<file path="config.mk">
export PLATFORM = sky130hd
export DESIGN_NAME = chr_host_regs
export DESIGN_NICKNAME = d
export VERILOG_FILES = /design/src/rtl/chr_pkg.sv /design/src/rtl/chr_irq_unit.sv /design/src/rtl/chr_cfg_regs.sv /design/src/rtl/chr_host_regs.sv
export SDC_FILE = /design/constraint.sdc
export NUM_CORES = 1
export LEC_CHECK = 0
export BUFFER_PORTS_ARGS = -buffer_cell sky130_fd_sc_hd__buf_2
export CORE_ASPECT_RATIO = 1.2
export CORE_MARGIN = 5
export CORE_UTILIZATION = 28
export DETAILED_ROUTE_END_ITERATION = 10
export PLACE_DENSITY = 0.55
export SLEW_MARGIN = 20
export SYNTH_ARGS = -nofsm -noshare
export SYNTH_HDL_FRONTEND = slang
export SYNTH_SLANG_ARGS = --single-unit
</file>
<file path="constraint.sdc">
create_clock -name clk -period 3 [get_ports clk]
set_input_delay 0.15 -clock clk [delete_from_list [all_inputs] [get_ports clk]]
set_output_delay 0.15 -clock clk [all_outputs]
set_load 0.005 [all_outputs]
</file>
<file path="src/rtl/chr_pkg.sv">
package chr_pkg;
  localparam int DW    = 32;
  localparam int NF    = 3;   // interrupt cause bits
  localparam int NRSP  = 4;   // response words

  // word indices of the register map (byte offset / 4)
  localparam int W_ISTAT = 0;
  localparam int W_IEN   = 1;
  localparam int W_BUF   = 2;
  localparam int W_CMD   = 3;
  localparam int W_ARG   = 4;
  localparam int W_RSP0  = 5;
  localparam int W_BLEN  = 9;
  localparam int W_BCNT  = 10;
  localparam int W_CARD  = 11;

  // stored geometry value from the programmed minus-one value
  function automatic logic [DW-1:0] f_plus_one(input logic [DW-1:0] v);
    return v + DW'(1);
  endfunction

  // cause bits visible to software and to the interrupt line
  function automatic logic [NF-1:0] f_visible(input logic [NF-1:0] st,
                                              input logic [NF-1:0] en);
    return st & en;
  endfunction

  // next pending causes: a mask write wipes, else write-one-to-clear, then new events
  function automatic logic [NF-1:0] f_next_status(input logic [NF-1:0] st,
                                                  input logic          wipe,
                                                  input logic          clr,
                                                  input logic [NF-1:0] clr_bits,
                                                  input logic [NF-1:0] set_bits);
    logic [NF-1:0] r;
    if (wipe)      r = '0;
    else if (clr)  r = st & ~clr_bits;
    else           r = st;
    return r | set_bits;
  endfunction
endpackage

</file>
<file path="src/rtl/chr_irq_unit.sv">
module chr_irq_unit
  import chr_pkg::*;
(
  input  logic          clk,
  input  logic          rst_n,
  input  logic          en_wr,
  input  logic          clr_wr,
  input  logic [NF-1:0] wr_bits,
  input  logic [NF-1:0] set_bits,
  output logic [NF-1:0] st_q,
  output logic [NF-1:0] en_q,
  output logic          irq_q
);
  logic [NF-1:0] st_d;
  logic [NF-1:0] en_d;

  always_comb begin
    en_d = en_wr ? wr_bits : en_q;
    st_d = f_next_status(st_q, en_wr, clr_wr, wr_bits, set_bits);
  end

  always_ff @(posedge clk) begin
    if (!rst_n) begin
      st_q  <= '0;
      en_q  <= '0;
      irq_q <= 1'b0;
    end else begin
      st_q  <= st_d;
      en_q  <= en_d;
      irq_q <= |f_visible(st_d, en_d);
    end
  end
endmodule

</file>
<file path="src/rtl/chr_cfg_regs.sv">
module chr_cfg_regs
  import chr_pkg::*;
(
  input  logic                    clk,
  input  logic                    rst_n,
  input  logic                    wr_buf,
  input  logic                    wr_arg,
  input  logic                    wr_cmd,
  input  logic                    wr_len,
  input  logic                    wr_cnt,
  input  logic [DW-1:0]           wdata,
  input  logic                    rsp_we,
  input  logic [$clog2(NRSP)-1:0] rsp_idx,
  input  logic [DW-1:0]           rsp_word,
  output logic [DW-1:0]           buf_q,
  output logic [DW-1:0]           arg_q,
  output logic [DW-1:0]           cmd_q,
  output logic [DW-1:0]           len_q,
  output logic [DW-1:0]           cnt_q,
  output logic [DW-1:0]           rsp_q [NRSP],
  output logic                    start_q
);
  always_ff @(posedge clk) begin
    if (!rst_n) begin
      buf_q   <= '0;
      arg_q   <= '0;
      cmd_q   <= '0;
      len_q   <= '0;
      cnt_q   <= '0;
      start_q <= 1'b0;
    end else begin
      start_q <= wr_cmd;
      if (wr_buf) buf_q <= wdata;
      if (wr_arg) arg_q <= wdata;
      if (wr_cmd) cmd_q <= wdata;
      if (wr_len) len_q <= f_plus_one(wdata);
      if (wr_cnt) cnt_q <= f_plus_one(wdata);
    end
  end

  for (genvar gi = 0; gi < NRSP; gi++) begin : g_rsp
    always_ff @(posedge clk) begin
      if (!rst_n)                                          rsp_q[gi] <= '0;
      else if (rsp_we && rsp_idx == ($clog2(NRSP))'(gi))   rsp_q[gi] <= rsp_word;
    end
  end
endmodule

</file>
<file path="src/rtl/chr_host_regs.sv">
module chr_host_regs
  import chr_pkg::*;
#(
  parameter int ADDR_W = 12
) (
  input  logic              clk,
  input  logic              rst_n,
  input  logic              bus_wr,
  input  logic              bus_rd,
  input  logic [ADDR_W-1:0] bus_addr,
  input  logic [31:0]       bus_wdata,
  output logic [31:0]       bus_rdata,
  output logic              irq,
  output logic              cmd_start,
  output logic [31:0]       cmd_code,
  output logic [31:0]       cmd_arg,
  output logic [31:0]       buf_addr,
  output logic [31:0]       blk_len,
  output logic [31:0]       blk_cnt,
  input  logic              eng_done,
  input  logic [2:0]        eng_flags,
  input  logic              card_evt,
  input  logic              card_ro,
  input  logic              rsp_we,
  input  logic [1:0]        rsp_idx,
  input  logic [31:0]       rsp_word
);
  localparam int WIX_W = ADDR_W - 2;

  logic [WIX_W-1:0] widx;
  logic [NF-1:0]    st_q, en_q, set_bits;
  logic [DW-1:0]    rsp_q [NRSP];
  logic [DW-1:0]    rd_mux;
  // named write decodes, visible to the checker
  logic             wr_istat, wr_ien, wr_buf, wr_arg, wr_cmd, wr_len, wr_cnt;

  assign widx     = bus_addr[ADDR_W-1:2];
  assign wr_istat = bus_wr && widx == WIX_W'(W_ISTAT);
  assign wr_ien   = bus_wr && widx == WIX_W'(W_IEN);
  assign wr_buf   = bus_wr && widx == WIX_W'(W_BUF);
  assign wr_cmd   = bus_wr && widx == WIX_W'(W_CMD);
  assign wr_arg   = bus_wr && widx == WIX_W'(W_ARG);
  assign wr_len   = bus_wr && widx == WIX_W'(W_BLEN);
  assign wr_cnt   = bus_wr && widx == WIX_W'(W_BCNT);
  assign set_bits = (eng_done ? eng_flags : '0) | {card_evt, {(NF-1){1'b0}}};

  chr_irq_unit u_irq (
    .clk      (clk),
    .rst_n    (rst_n),
    .en_wr    (wr_ien),
    .clr_wr   (wr_istat),
    .wr_bits  (bus_wdata[NF-1:0]),
    .set_bits (set_bits),
    .st_q     (st_q),
    .en_q     (en_q),
    .irq_q    (irq)
  );

  chr_cfg_regs u_cfg (
    .clk      (clk),
    .rst_n    (rst_n),
    .wr_buf   (wr_buf),
    .wr_arg   (wr_arg),
    .wr_cmd   (wr_cmd),
    .wr_len   (wr_len),
    .wr_cnt   (wr_cnt),
    .wdata    (bus_wdata),
    .rsp_we   (rsp_we),
    .rsp_idx  (rsp_idx),
    .rsp_word (rsp_word),
    .buf_q    (buf_addr),
    .arg_q    (cmd_arg),
    .cmd_q    (cmd_code),
    .len_q    (blk_len),
    .cnt_q    (blk_cnt),
    .rsp_q    (rsp_q),
    .start_q  (cmd_start)
  );

  always_comb begin
    rd_mux = '0;
    if      (widx == WIX_W'(W_ISTAT)) rd_mux = DW'(f_visible(st_q, en_q));
    else if (widx == WIX_W'(W_IEN))   rd_mux = DW'(en_q);
    else if (widx == WIX_W'(W_BUF))   rd_mux = buf_addr;
    else if (widx == WIX_W'(W_CMD))   rd_mux = cmd_code;
    else if (widx == WIX_W'(W_ARG))   rd_mux = cmd_arg;
    else if (widx == WIX_W'(W_BLEN))  rd_mux = blk_len;
    else if (widx == WIX_W'(W_BCNT))  rd_mux = blk_cnt;
    else if (widx == WIX_W'(W_CARD))  rd_mux = {{(DW-2){1'b0}}, card_ro, 1'b1};
    for (int i = 0; i < NRSP; i++)
      if (widx == WIX_W'(W_RSP0 + i)) rd_mux = rsp_q[i];
  end

  always_ff @(posedge clk) begin
    if (!rst_n)      bus_rdata <= '0;
    else if (bus_rd) bus_rdata <= rd_mux;
  end
endmodule

</file>
==> out/metrics.csv <==
stage,metric,value,unit
run_status,outcome,"complete, no violations",
place,Placement Setup Slack,0.660,ns
synth,largest cells by area after synthesis,"dfxtp_1 44%, nand2_1 12%, a21oi_1 8.0%",
final_layout,area delta synth->final,25.7,%
clock_network,htree depth,2,
power,switching pwr,2.50,mW
detailed_routing,Post-DRT Antenna Nets,0,
worst_hold_path,Hold Crit Depth,4,
synth,fraction of registers with async set/reset,0,%
worst_hold_path,hold path endpoint,u_cfg.start_q,
final_layout,filler instances,5588,
die,Die Y,264,µm
critical_path,CP max FO,10,
power,Pint,7.29,mW
power,Comb pwr share,8.7,%
synth,Seq cells post-synth,328,
critical_path,worst reg2reg startpoint,u_cfg.arg_q[1],
synth,Syn Nets,2006,
critical_path,R2R setup slack,1.39,ns
sta,fmax,483,MHz
die,Initial Util,28.1,%
final_layout,Finished Core Util,35.3,%
critical_path,crit path cell chain,dlygate4sd3_1 -> buf_2 -> ha_1 -> and3_1 -> nand4_1 -> buf_4 -> or3_1 -> xor2_1 -> a211oi_1,
die,Cell Rows,93,
critical_path,cell count of the worst reg-to-reg path,5,
synth,register area share after synthesis,43.7,%
final_layout,"commonest cells after routing, fill and taps aside","471 x nand2_1, 328 x dfxtp_1, 279 x buf_2, 239 x a21oi_1, 135 x nor2_1",
sta,PnR worst setup slack,0.930,ns
synth,syn_area_per_cell,7.83,µm²
final_layout,fraction of layout cells with a size suffix above 1,18.8,%
die,die area,58400,µm²
sta,clk_skew,0.0216,ns
clock_network,"Reg clk slew, reported paths",0.06,ns
synth,cell count after synthesis,1916,
worst_hold_path,worst hold path startpoint,bus_addr[11],
sta,RSZ-0062 raised after global routing,no,
final_layout,nets@finish,2271,
critical_path,type of origin of the critical path,primary input,
synth,Synth Warn #,0,
critical_path,CP Capture Type,flop,
clock_network,clock sinks,328,
sta,Max Slew Vio Count,0,
sta,setup_tns,0,ns
die,Core ar.,53400,µm²
critical_path,slowest CP cell,dlygate4sd3_1,
power,"IR drop worst, VDD",0.000349,V
grt,Overall Global Routing Usage,20.5,%
detailed_routing,Pre-antenna DRT Iters,6,
sta,worst-margin pin slew,1.01,ns
power,power density cells,519,nW/µm²
sta,min cycle time layout,2.07,ns
sta,final worst-path cycle share,69.0,%
clock_network,CTS buffer count,36,
critical_path,critical path type,in -> reg,
power,Leak Pwr,6.96,nW
clock_network,CTS Root Cell,clkbuf_16,
worst_hold_path,Hold Crit Class,in -> reg,
place,hpwl dp,44.6,mm
synth,number of enable flip-flop cells after synthesis,0,
clock_network,Post-CTS Setup Repair Bufs,0,
grt,largest net degree at the start of global routing,142,
place,buffers added on ports,280,
synth,most used flip-flop cell after synthesis,dfxtp_1,
power,Design Power,9.78,mW
sta,Final Setup Violations,0,
detailed_routing,drt drc,0,
clock_network,Max Buffers Root-to-Sink,3,
detailed_routing,routed len/inst,21.7,µm
detailed_routing,Initial DRC Count,1383,
grt,first-pass GRT wire length,93.8,mm
synth,mapped cell area,15000,µm²
detailed_routing,via count,15200,
clock_network,CTS tree,built,
sta,final number of hold-violating endpoints,0,
clock_network,Skew-Pair Late Insertion Delay,0.54,ns
place,Final Wtd Congestion,0.903,
job,max-cap check violation count,0,
grt,vias in the first global route,14500,
final_layout,fin area,18900,µm²
place,area post-placement,17000,µm²
grt,initial antenna violation count,7,
detailed_routing,vias per inst,5.20,
critical_path,cell family with most CP delay,buffers and inverters,
die,I/O pin cnt,283,
critical_path,worst path bufs/invs,3,
critical_path,Max stage delay on crit path,0.53,ns
synth,synth unique cells,70,
die,Die Span X,221,µm
power,Clk pwr share,45.5,%
synth,top cell type's share of synthesized area,43.7,%
power,sequential share of power,45.7,%
critical_path,FF-to-FF End,bus_rdata[1],
synth,most area-hungry cell type in the Yosys netlist,dfxtp_1,
final_layout,register area,6570,µm²
final_layout,area of the multi-input gates,7670,µm²
critical_path,WP data arrival,2.51,ns
final_layout,"commonest non-fill, non-tap cell in the layout",nand2_1,
power,Net Sw Frac,25.5,%
sta,slew margin rel.,32.9,%
critical_path,CP required,3.44,ns
detailed_routing,DRT Wirelength,63.3,mm
grt,"Remaining Overflow, GRT",0,
-- metrics by stage --
stage               instances  hold WS, ns
floorplan                1916        0.286
global placement         2785        0.387
detailed placement       2785        0.393
CTS                      2920      0.00402
global route             2922       0.0497
finish                   2925       0.0375
-- area by class of cell --
type	instances	area share, %
Tap cell	712	4.72
Clock buffer	55	5.64
Sequential cell	328	34.8
Timing Repair Buffer	399	13.4
Multi-Input combinational cell	1405	40.7
Antenna cell	5	0.0663
Inverter	11	0.259
Clock inverter	10	0.478
-- Yosys cell counts, types with 3 or more instances --
cell	number
buf_4	3
mux2_2	4
inv_1	9
buf_12	3
a2bb2oi_1	5
nor2b_1	11
nor4_1	3
a221oi_1	8
nand4_1	13
a211oi_1	51
o21ba_2	3
and4_1	5
and3_1	13
a31oi_1	3
mux2i_1	63
buf_2	41
dfxtp_1	328
xor2_1	8
xnor2_1	22
nand2_1	471
o22ai_1	34
buf_1	6
a22oi_1	31
o211ai_1	3
nor3_4	3
clkbuf_1	116
o21a_1	23
a21oi_1	239
o21ai_0	95
and2_1	3
a21o_1	25
a32o_1	21
nor2_1	136
a21boi_0	21
nand4b_1	4
or3_1	8
nor3_1	15
nand2b_1	7
nand3_1	18
-- power groups by stage --
stage / clock, mW / sequential (mW) / combinational, mW
floorplan: 0 / 4.56 / 0.446
global placement: 0 / 4.57 / 0.756
detailed placement: 0 / 4.57 / 0.768
CTS: 4.52 / 4.47 / 0.849
global route: 4.68 / 4.48 / 0.920
finish: 4.45 / 4.48 / 0.854
-- worst min-delay path, stage by stage --
cell     delay, ns
buf_2         0.11
nor3b_2       0.11
nand3_1       0.11
nor3_1        0.04
-- layer usage --
layer	vias up	share of wire (%)	global-route usage [%]
li1	7181	-	-
met1	7322	42	26.4
met2	592	46	33.6
met3	111	8.1	4.78
met4	0	3.6	7.11
met5	-	0	0
-- registers in the layout, indices dropped and copies added (netlist names) --
register,count
u_cfg.buf_q,32
u_cfg.cnt_q,32
u_irq.irq_q,1
u_cfg.len_q,32
u_cfg.start_q,1
u_cfg.arg_q,32
u_cfg.rsp_q,128
u_irq.en_q,3
bus_rdata,32
u_irq.st_q,3
u_cfg.cmd_q,32
-- worst max path at each step --
stage / from / end / slack (ns) / depth (start not counted)
3_5_place_dp: bus_addr[3] / bus_rdata[23] / 0.66 / 7
4_1_cts: bus_wdata[0] / u_cfg.len_q[22] / 0.95 / 9
5_1_grt: bus_wdata[0] / u_cfg.len_q[22] / 0.80 / 9
3_3_place_gp: bus_addr[4] / bus_rdata[2] / 0.66 / 7
2_1_floorplan: bus_addr[7] / u_cfg.buf_q[13] / 1.23 / 7
6_report: bus_wdata[0] / u_cfg.cnt_q[22] / 0.93 / 9
-- kinds of logic (layout without fill, tap and decap cells) --
family          after synthesis  after routing  share of synthesized area (%)
simple gates                732            732                           21.0
xor+xnor                     30             30                           1.75
buf+inv                     183            475                           5.39
compound gates              575            575                           23.5
other cells                   0              5                              0
fa+ha+maj                     1              1                         0.0833
flops                       328            328                           43.7
mux                          67             67                           4.50
-- timing repair --
action | in CTS | in global routing
hold buffers | 70 | 0
endpoints found under the hold margin | 218 | 0
gates resized for setup | 0 | 0
setup endpoints to repair | 0 | 0
Power figures use the tool's default switching activity.
